[config.mk]
export PLATFORM = sky130hd
export DESIGN_NAME = alarm_seq
export DESIGN_NICKNAME = d
export VERILOG_FILES = /design/src/rtl/alarm_pkg.sv /design/src/rtl/alarm_fsm.sv /design/src/rtl/alarm_blink.sv /design/src/rtl/alarm_out.sv /design/src/rtl/alarm_seq.sv
export SDC_FILE = /design/constraint.sdc
export NUM_CORES = 1
export LEC_CHECK = 0
export BUFFER_PORTS_ARGS = -buffer_cell sky130_fd_sc_hd__buf_2
export CAP_MARGIN = 30
export CORE_UTILIZATION = 45
export DETAILED_ROUTE_END_ITERATION = 6
export PLACE_DENSITY_LB_ADDON = 0.2
export SLEW_MARGIN = 10
export SYNTH_ARGS = -nofsm -noshare
export SYNTH_HDL_FRONTEND = slang
export SYNTH_SLANG_ARGS = --single-unit
export TNS_END_PERCENT = 30
[constraint.sdc]
create_clock -name clk_i -period 2.1 [get_ports clk_i]
set_input_delay 0.42 -clock clk_i [delete_from_list [all_inputs] [get_ports clk_i]]
set_output_delay 0.42 -clock clk_i [all_outputs]
set_load 0.01 [all_outputs]
[src/rtl/alarm_pkg.sv]
package alarm_pkg;
  typedef enum logic [3:0] {
    ST_ARMED,
    ST_TRIG,
    ST_ALARM_OPEN,
    ST_ALARM_SHUT,
    ST_DIS_IGN,
    ST_DIS_OPEN,
    ST_DIS_SHUT,
    ST_ARMING,
    ST_ARM_HOLD
  } alarm_state_e;

  localparam int unsigned SEL_W = 2;
  localparam logic [SEL_W-1:0] SEL_ARM   = 2'b00;
  localparam logic [SEL_W-1:0] SEL_DRV   = 2'b01;
  localparam logic [SEL_W-1:0] SEL_PAS   = 2'b10;
  localparam logic [SEL_W-1:0] SEL_SIREN = 2'b11;
endpackage

[src/rtl/alarm_fsm.sv]
module alarm_fsm
  import alarm_pkg::*;
(
  input  logic             clk_i,
  input  logic             rst_ni,
  input  logic             ign_i,
  input  logic             drv_door_i,
  input  logic             pas_door_i,
  input  logic             expired_i,
  input  logic             reprog_i,
  output alarm_state_e     state_o,
  output logic             start_o,
  output logic [SEL_W-1:0] interval_o
);
  alarm_state_e     state_q, state_d;
  logic             start_q, start_d;
  logic [SEL_W-1:0] sel_q, sel_d;
  logic             door_any, exp_ok;

  assign door_any = drv_door_i | pas_door_i;
  // expired is stale while the load pulse is out
  assign exp_ok   = expired_i & ~start_q;

  always_comb begin
    state_d = state_q;
    start_d = 1'b0;
    sel_d   = sel_q;
    if (reprog_i) begin
      state_d = ST_ARMED;
    end else if (ign_i) begin
      state_d = ST_DIS_IGN;
    end else begin
      case (state_q)
        ST_ARMED: begin
          if (drv_door_i) begin
            state_d = ST_TRIG; start_d = 1'b1; sel_d = SEL_DRV;
          end else if (pas_door_i) begin
            state_d = ST_TRIG; start_d = 1'b1; sel_d = SEL_PAS;
          end
        end
        ST_TRIG:       if (exp_ok) state_d = ST_ALARM_OPEN;
        ST_ALARM_OPEN: if (!door_any) begin
          state_d = ST_ALARM_SHUT; start_d = 1'b1; sel_d = SEL_SIREN;
        end
        ST_ALARM_SHUT: begin
          if (door_any)    state_d = ST_ALARM_OPEN;
          else if (exp_ok) state_d = ST_ARMED;
        end
        ST_DIS_IGN:    state_d = ST_DIS_OPEN;
        ST_DIS_OPEN:   if (drv_door_i) state_d = ST_DIS_SHUT;
        ST_DIS_SHUT, ST_ARM_HOLD: if (!door_any) begin
          state_d = ST_ARMING; start_d = 1'b1; sel_d = SEL_ARM;
        end
        ST_ARMING: begin
          if (door_any)    state_d = ST_ARM_HOLD;
          else if (exp_ok) state_d = ST_ARMED;
        end
        default:       state_d = ST_ARMED;
      endcase
    end
  end

  always_ff @(posedge clk_i or negedge rst_ni) begin
    if (!rst_ni) begin
      state_q <= ST_ARMED;
      start_q <= 1'b0;
      sel_q   <= SEL_ARM;
    end else begin
      state_q <= state_d;
      start_q <= start_d;
      sel_q   <= sel_d;
    end
  end

  assign state_o    = state_q;
  assign start_o    = start_q;
  assign interval_o = sel_q;

  assert_start_single_R10: assert property (@(posedge clk_i) disable iff (!rst_ni)
    start_q |=> !start_q);
  assert_sel_stable_R10: assert property (@(posedge clk_i) disable iff (!rst_ni)
    !start_q |-> $stable(sel_q));
  assert_reprog_armed_R8: assert property (@(posedge clk_i) disable iff (!rst_ni)
    reprog_i |=> (state_q == ST_ARMED && !start_q));
  assert_ign_disarm_R3: assert property (@(posedge clk_i) disable iff (!rst_ni)
    (ign_i && !reprog_i) |=> state_q == ST_DIS_IGN);
  assert_trig_start_R2: assert property (@(posedge clk_i) disable iff (!rst_ni)
    (state_q == ST_ARMED && !reprog_i && !ign_i && door_any)
    |=> (start_q && state_q == ST_TRIG
         && sel_q == ($past(drv_door_i) ? SEL_DRV : SEL_PAS)));
  assert_stale_expiry_R11: assert property (@(posedge clk_i) disable iff (!rst_ni)
    (start_q && state_q == ST_TRIG && !reprog_i && !ign_i) |=> state_q == ST_TRIG);
endmodule

[src/rtl/alarm_blink.sv]
module alarm_blink (
  input  logic clk_i,
  input  logic rst_ni,
  input  logic tick_1hz_i,
  output logic blink_o
);
  logic blink_q;

  always_ff @(posedge clk_i or negedge rst_ni) begin
    if (!rst_ni)         blink_q <= 1'b0;
    else if (tick_1hz_i) blink_q <= ~blink_q;
  end

  assign blink_o = blink_q;

  assert_blink_toggle_R9: assert property (@(posedge clk_i) disable iff (!rst_ni)
    tick_1hz_i |=> blink_q != $past(blink_q));
endmodule

[src/rtl/alarm_out.sv]
module alarm_out
  import alarm_pkg::*;
(
  input  logic         clk_i,
  input  logic         rst_ni,
  input  alarm_state_e state_i,
  input  logic         blink_i,
  output logic         led_o,
  output logic         siren_o
);
  always_comb begin
    led_o   = 1'b0;
    siren_o = 1'b0;
    case (state_i)
      ST_ARMED:                     led_o = blink_i;
      ST_TRIG:                      led_o = 1'b1;
      ST_ALARM_OPEN, ST_ALARM_SHUT: begin led_o = 1'b1; siren_o = 1'b1; end
      default: ;
    endcase
  end

  assert_siren_led_R9: assert property (@(posedge clk_i) disable iff (!rst_ni)
    siren_o |-> led_o);
endmodule

[src/rtl/alarm_seq.sv]
module alarm_seq
  import alarm_pkg::*;
(
  input  logic       clk_i,
  input  logic       rst_ni,
  input  logic       ign_i,
  input  logic       drv_door_i,
  input  logic       pas_door_i,
  input  logic       expired_i,
  input  logic       tick_1hz_i,
  input  logic       reprog_i,
  output logic [1:0] interval_o,
  output logic       start_o,
  output logic       led_o,
  output logic       siren_o
);
  alarm_state_e state;
  logic         blink;

  alarm_fsm i_fsm (
    .clk_i, .rst_ni, .ign_i, .drv_door_i, .pas_door_i, .expired_i, .reprog_i,
    .state_o(state), .start_o, .interval_o
  );

  alarm_blink i_blink (.clk_i, .rst_ni, .tick_1hz_i, .blink_o(blink));

  alarm_out i_out (.clk_i, .rst_ni, .state_i(state), .blink_i(blink), .led_o, .siren_o);
endmodule

* Word-level counts from Yosys, hierarchy flattened *
Cells that the tools add are included.

storage, ports and cells
  flip-flop bits (word level) = 8
  bits of input ports = 8
  output and inout bits = 5
  logic and storage cells = 59

cells by class
  eq/ne operators = 16
  muxes and demuxes = 25
  bitwise operators = 6
  reduce and logical (&&, ||, !) cells = 8

operator list
  operator            count
  $mux 4              11
  $pmux 4 s8          1
  $eq 4x3->1 const B  4
  $ne 4x4->1 const B  3
  $eq 4x2->1 const B  2
  $mux 2              4
  $mux 1              6
  $pmux 2 s3          1
  $reduce_and 6->1    1
  $reduce_or 3->1     2
  $ne 5x5->1 const B  1
  $reduce_and 5->1    1
  $eq 4x1->1 const B  1
  $eq 4x4->1 const B  1
  $logic_not 4->1     1
  $ne 2x2->1 const B  2
  $ne 4x3->1 const B  1
  $not 1->1           4
  $pmux 1 s2          2
  $reduce_or 2->1     2
  $ne 3x3->1 const B  1
  $reduce_bool 3->1   1
  $and 1x1->1         1
  $or 1x1->1          1

* Longest topological paths before layout *
  depth in word-level cells = 7
  gate-level depth with buffers = 6
  gate-level depth less buffers = 5

* Modules after synthesis *
From an unflattened synthesis, not the netlist that was laid out.

second synthesis, totals
  cells, all modules = 74
  area, all modules = 615.6 um^2

modules (own cells, without submodules)
  module       instances  cells an instance  area an instance (um^2)
  alarm_fsm    1          69                 559.3
  alarm_blink  1          2                  33.8
  alarm_out    1          3                  22.5

* Worst setup path before layout *
OpenSTA, ideal clock, no wires.

  path kind = input-to-reg
  start point = in drv_door_i
  end point = reg i_fsm.state_q[2], in the netlist i_fsm.state_o[2]
  setup time = 0.104 ns
  data arrival time = 1.419 ns
  slack = 0.578 ns
  stages on the path = 5
  cells stage by stage = nor2_2 -> mux2i_1 -> o22ai_1 -> and2_4 -> o41ai_2

on the way
  cells in the longest elaborated chain, start to end = 5
  elaborated cells between the ends (all ways) = 12

RTL lines
  element                    line                              text
  from (decl)                alarm_seq.sv:7                    input logic drv_door_i,
  $or 1x1->1                 alarm_fsm.sv:20                   assign door_any = drv_door_i | pas_door_i;
  $mux 4 (on tied branches)  alarm_fsm.sv:55, alarm_fsm.sv:46
  $pmux 4 s8                 alarm_fsm.sv:33                   case (state_q)
  $mux 4                     alarm_fsm.sv:30                   end else if (ign_i) begin
  $mux 4                     alarm_fsm.sv:28                   if (reprog_i) begin
  to (signal assigned)       alarm_fsm.sv:69                   state_q <= state_d;
  to (decl)                  alarm_fsm.sv:15                   alarm_state_e state_q, state_d;

Parallel ways exist; a longest one is shown, timed or not.
A chain may end at the register's enable or synchronous reset.

* Worst setup path in the final report *
  start point = reg i_fsm.state_q[1], in the netlist i_fsm.state_o[1]
  end point = reg i_fsm.state_q[2], in the netlist i_fsm.state_o[2]

on the way
  cells in the longest elaborated chain, start to end = 5
  elaborated cells between the ends (all ways) = 19

RTL lines
  element                                          line
  $eq 4x3->1 / $eq 4x4->1 (equally long branches)  alarm_fsm.sv:33
  $reduce_or 2->1                                  alarm_fsm.sv:33
  $pmux 4 s8                                       alarm_fsm.sv:33
  $mux 4                                           alarm_fsm.sv:30
  $mux 4                                           alarm_fsm.sv:28

Parallel ways exist; a longest one is shown, timed or not.

==> impl_metrics.toml <==
[timing]
hold_viol_final = 0
period_minus_slack_ps = 1649
fmax_mhz = 606.3
setup_viol = 0
rsz0062_at_grt = "no"
clock_skew_ps = 3.478
relSlewSlack = 0.7149
tightestPinTransition_ps = 427.7
final_max_slew_viol_count = 0
final.period_utilization = 0.7854
finalSetupTns_ps = 0

[yosys]
synth_cells = 72
yosys-top-cells-area = "dfrtp_1 (33%), nand2_1 (5.6%), mux2i_1 (5.0%), nor2_1 (4.4%), nor2b_1 (4.2%)"
yosys_most_used_dff = "dfrtp_1"
yosysSeqAreaShare = 0.3340
yosysTopAreaCell = "dfrtp_1"
synth-edff-count = 0
ys_ff_latch = 8
netlist_area_um2 = 599.3
synth_warnings = 0
synth_cell_types = 34
yosys.area.top_type_share = 0.3340
syn_nets = 80
async_reset_ff_frac = 1.000
syn_avg_cell_area_um2 = 8.324

[layout]
final_cell_mix = "buf_2 (12), nand2_1 (9), dfrtp_1 (8)"
antenna-diode-count = 0
drive_gt1_frac = 0.2471
areaGrowthSynthToFinish_pct = 15.87
fill_cells = 111
final_common_cell = "buf_2"
finalNetCount = 95

[route]
vias = 562
dr.first_iter.drc_count = 8
detail_route.wl_per_cell_um = 12.49
drtPass1Iterations = 4
drc = 0
detail-route-antenna-nets = 0
vias_per_cell = 5.677
wirelength_um = 1237

[min_path]
hold_class = "in -> reg"
hold_path_depth = 2

[die]
die_area_um2 = 1482
dieHeight_um = 38.50
die_x_um = 38.50
num_rows = 12
core_area_um2 = 1171
pin_count = 13
start_util = 0.5118

[global_routing]
antenna_found_initial = 0
overflow = 0
grt_pass1_wl_um = 2104
grtUsageTotal = 0.2024
grt_max_degree = 16
grt_pass1_vias = 497

[worst_setup_path]
cpMaxStageDelayCell = "dfrtp_1"
crit_fanout = 15
max_stage_delay_ps = 580
cp-start-kind = "register"
cp.arrival_ps = 1800
crit_type = "reg -> reg"
r2r_cells = 5
cp_num_buf_inv = 0
crit_cells = 5
path_cells = "nor2_1 -> mux2i_1 -> o22ai_1 -> and2_4 -> o41ai_2"
cp.required_ps = 2250
cp_top_family = "flip-flops"
cp-end-kind = "register"

[power_and_ir_drop]
p_total_mw = 0.4919
combPwrFrac = 0.324
p_switching_mw = 0.1648
ir_drop_uv = 536.3
p_leak_nw = 0.3076
power.share.clock = 0.236
p_seq_frac = 0.439
power.internal_mw = 0.3270
powerDensity_nw_per_um2 = 708.3
swShare = 0.3351

[cts]
cts_max_level = 1
clock_path_buffers = 2
clkLatencyLatePin_ps = 250
cts_buffers = 3
ctsHoldBuffers = 1
path_clk_slew_ps = 50
clockRootBuffer = "clkbuf_4"
cts.sinks = 8
ctsResizeCount = 0
cts_tree = "done"
post_cts_buffers = 0

[job]
maxCapViolCount = 0

[place]
io_buffers = 12
gp_congestion = 0.8102
dp_hpwl_um = 943.1

[outcome]
status = "complete, no violations"
-- synthesized netlist by cell type (all sizes together) (2+ instances only) --
library cell  n
buf           4
mux2          2
nand2         9
nor3          4
o22ai         2
a221oi        2
a32oi         2
nor2          8
nor2b         4
inv           2
mux2i         3
a21oi         3
dfrtp         8
o21ai         3
-- metal layers --
layer	up-vias	global-route usage	wire, um
met1	251	0.2868	655
met5	-	0	0
met2	12	0.3167	526
met4	0	0.07759	20
li1	297	-	-
met3	2	0.01744	35
-- layout make-up --
type,instances,area [um2],share of cell area
multi-input combinational,58,369.1,0.5315
sequential,8,200.2,0.2883
timing repair buffer,14,77.57,0.1117
clock buffer,3,22.52,0.03243
tap,14,17.52,0.02523
inverter,2,7.507,0.01081
-- path summary, 6_finish.rpt --
kind | startpoint | end | slack, ps
worst min-delay path | tick_1hz_i | i_blink.blink_o | 340
worst max register to register | i_fsm.state_o[1] | i_fsm.state_o[2] | 450
worst min register to register | i_blink.blink_o | i_blink.blink_o | 470
min in group asynchronous | rst_ni | i_blink.blink_o | 540
max in group asynchronous | rst_ni | i_fsm.interval_o[1] | 1390
worst max-delay path | i_fsm.state_o[1] | i_fsm.state_o[2] | 450
-- registers in the layout, summed over array words and instances (netlist names) --
name and cells:
i_fsm.start_o 1, i_blink.blink_o 1, i_fsm.interval_o 2, i_fsm.state_o 4
-- cells by family after synthesis --
family                    Yosys count  share of synthesized area
and+or+nand+nor                    33                     0.2777
AOI/OAI and AO/OA                  19                     0.2359
DFF                                 8                     0.3340
buffers and inverters               6                    0.05011
xor gates and xnor gates            1                    0.01462
muxes                               5                    0.08768
-- power by group through the flow --
stage               Combinational (mW)  Sequential [mW]  Clock, mW
detailed placement               0.158            0.219          0
finish                           0.159            0.216      0.116
global route                     0.177            0.223      0.124
floorplan                        0.111            0.212          0
global placement                 0.156            0.220          0
CTS                              0.160            0.216      0.120
-- metrics by stage --
step,instance area (um2),util,hold WS [ps],worst slack (ps),cells
CTS,694.4,0.5929,333.0,445.8,99
global placement,661.9,0.5652,269.2,427.1,95
floorplan,599.3,-,124.4,577.7,72
detailed placement,661.9,0.5652,273.2,407.3,95
finish,694.4,0.5929,339.3,450.6,99
global route,694.4,0.5929,341.1,258.1,99
(Power assumes the default switching activity.)
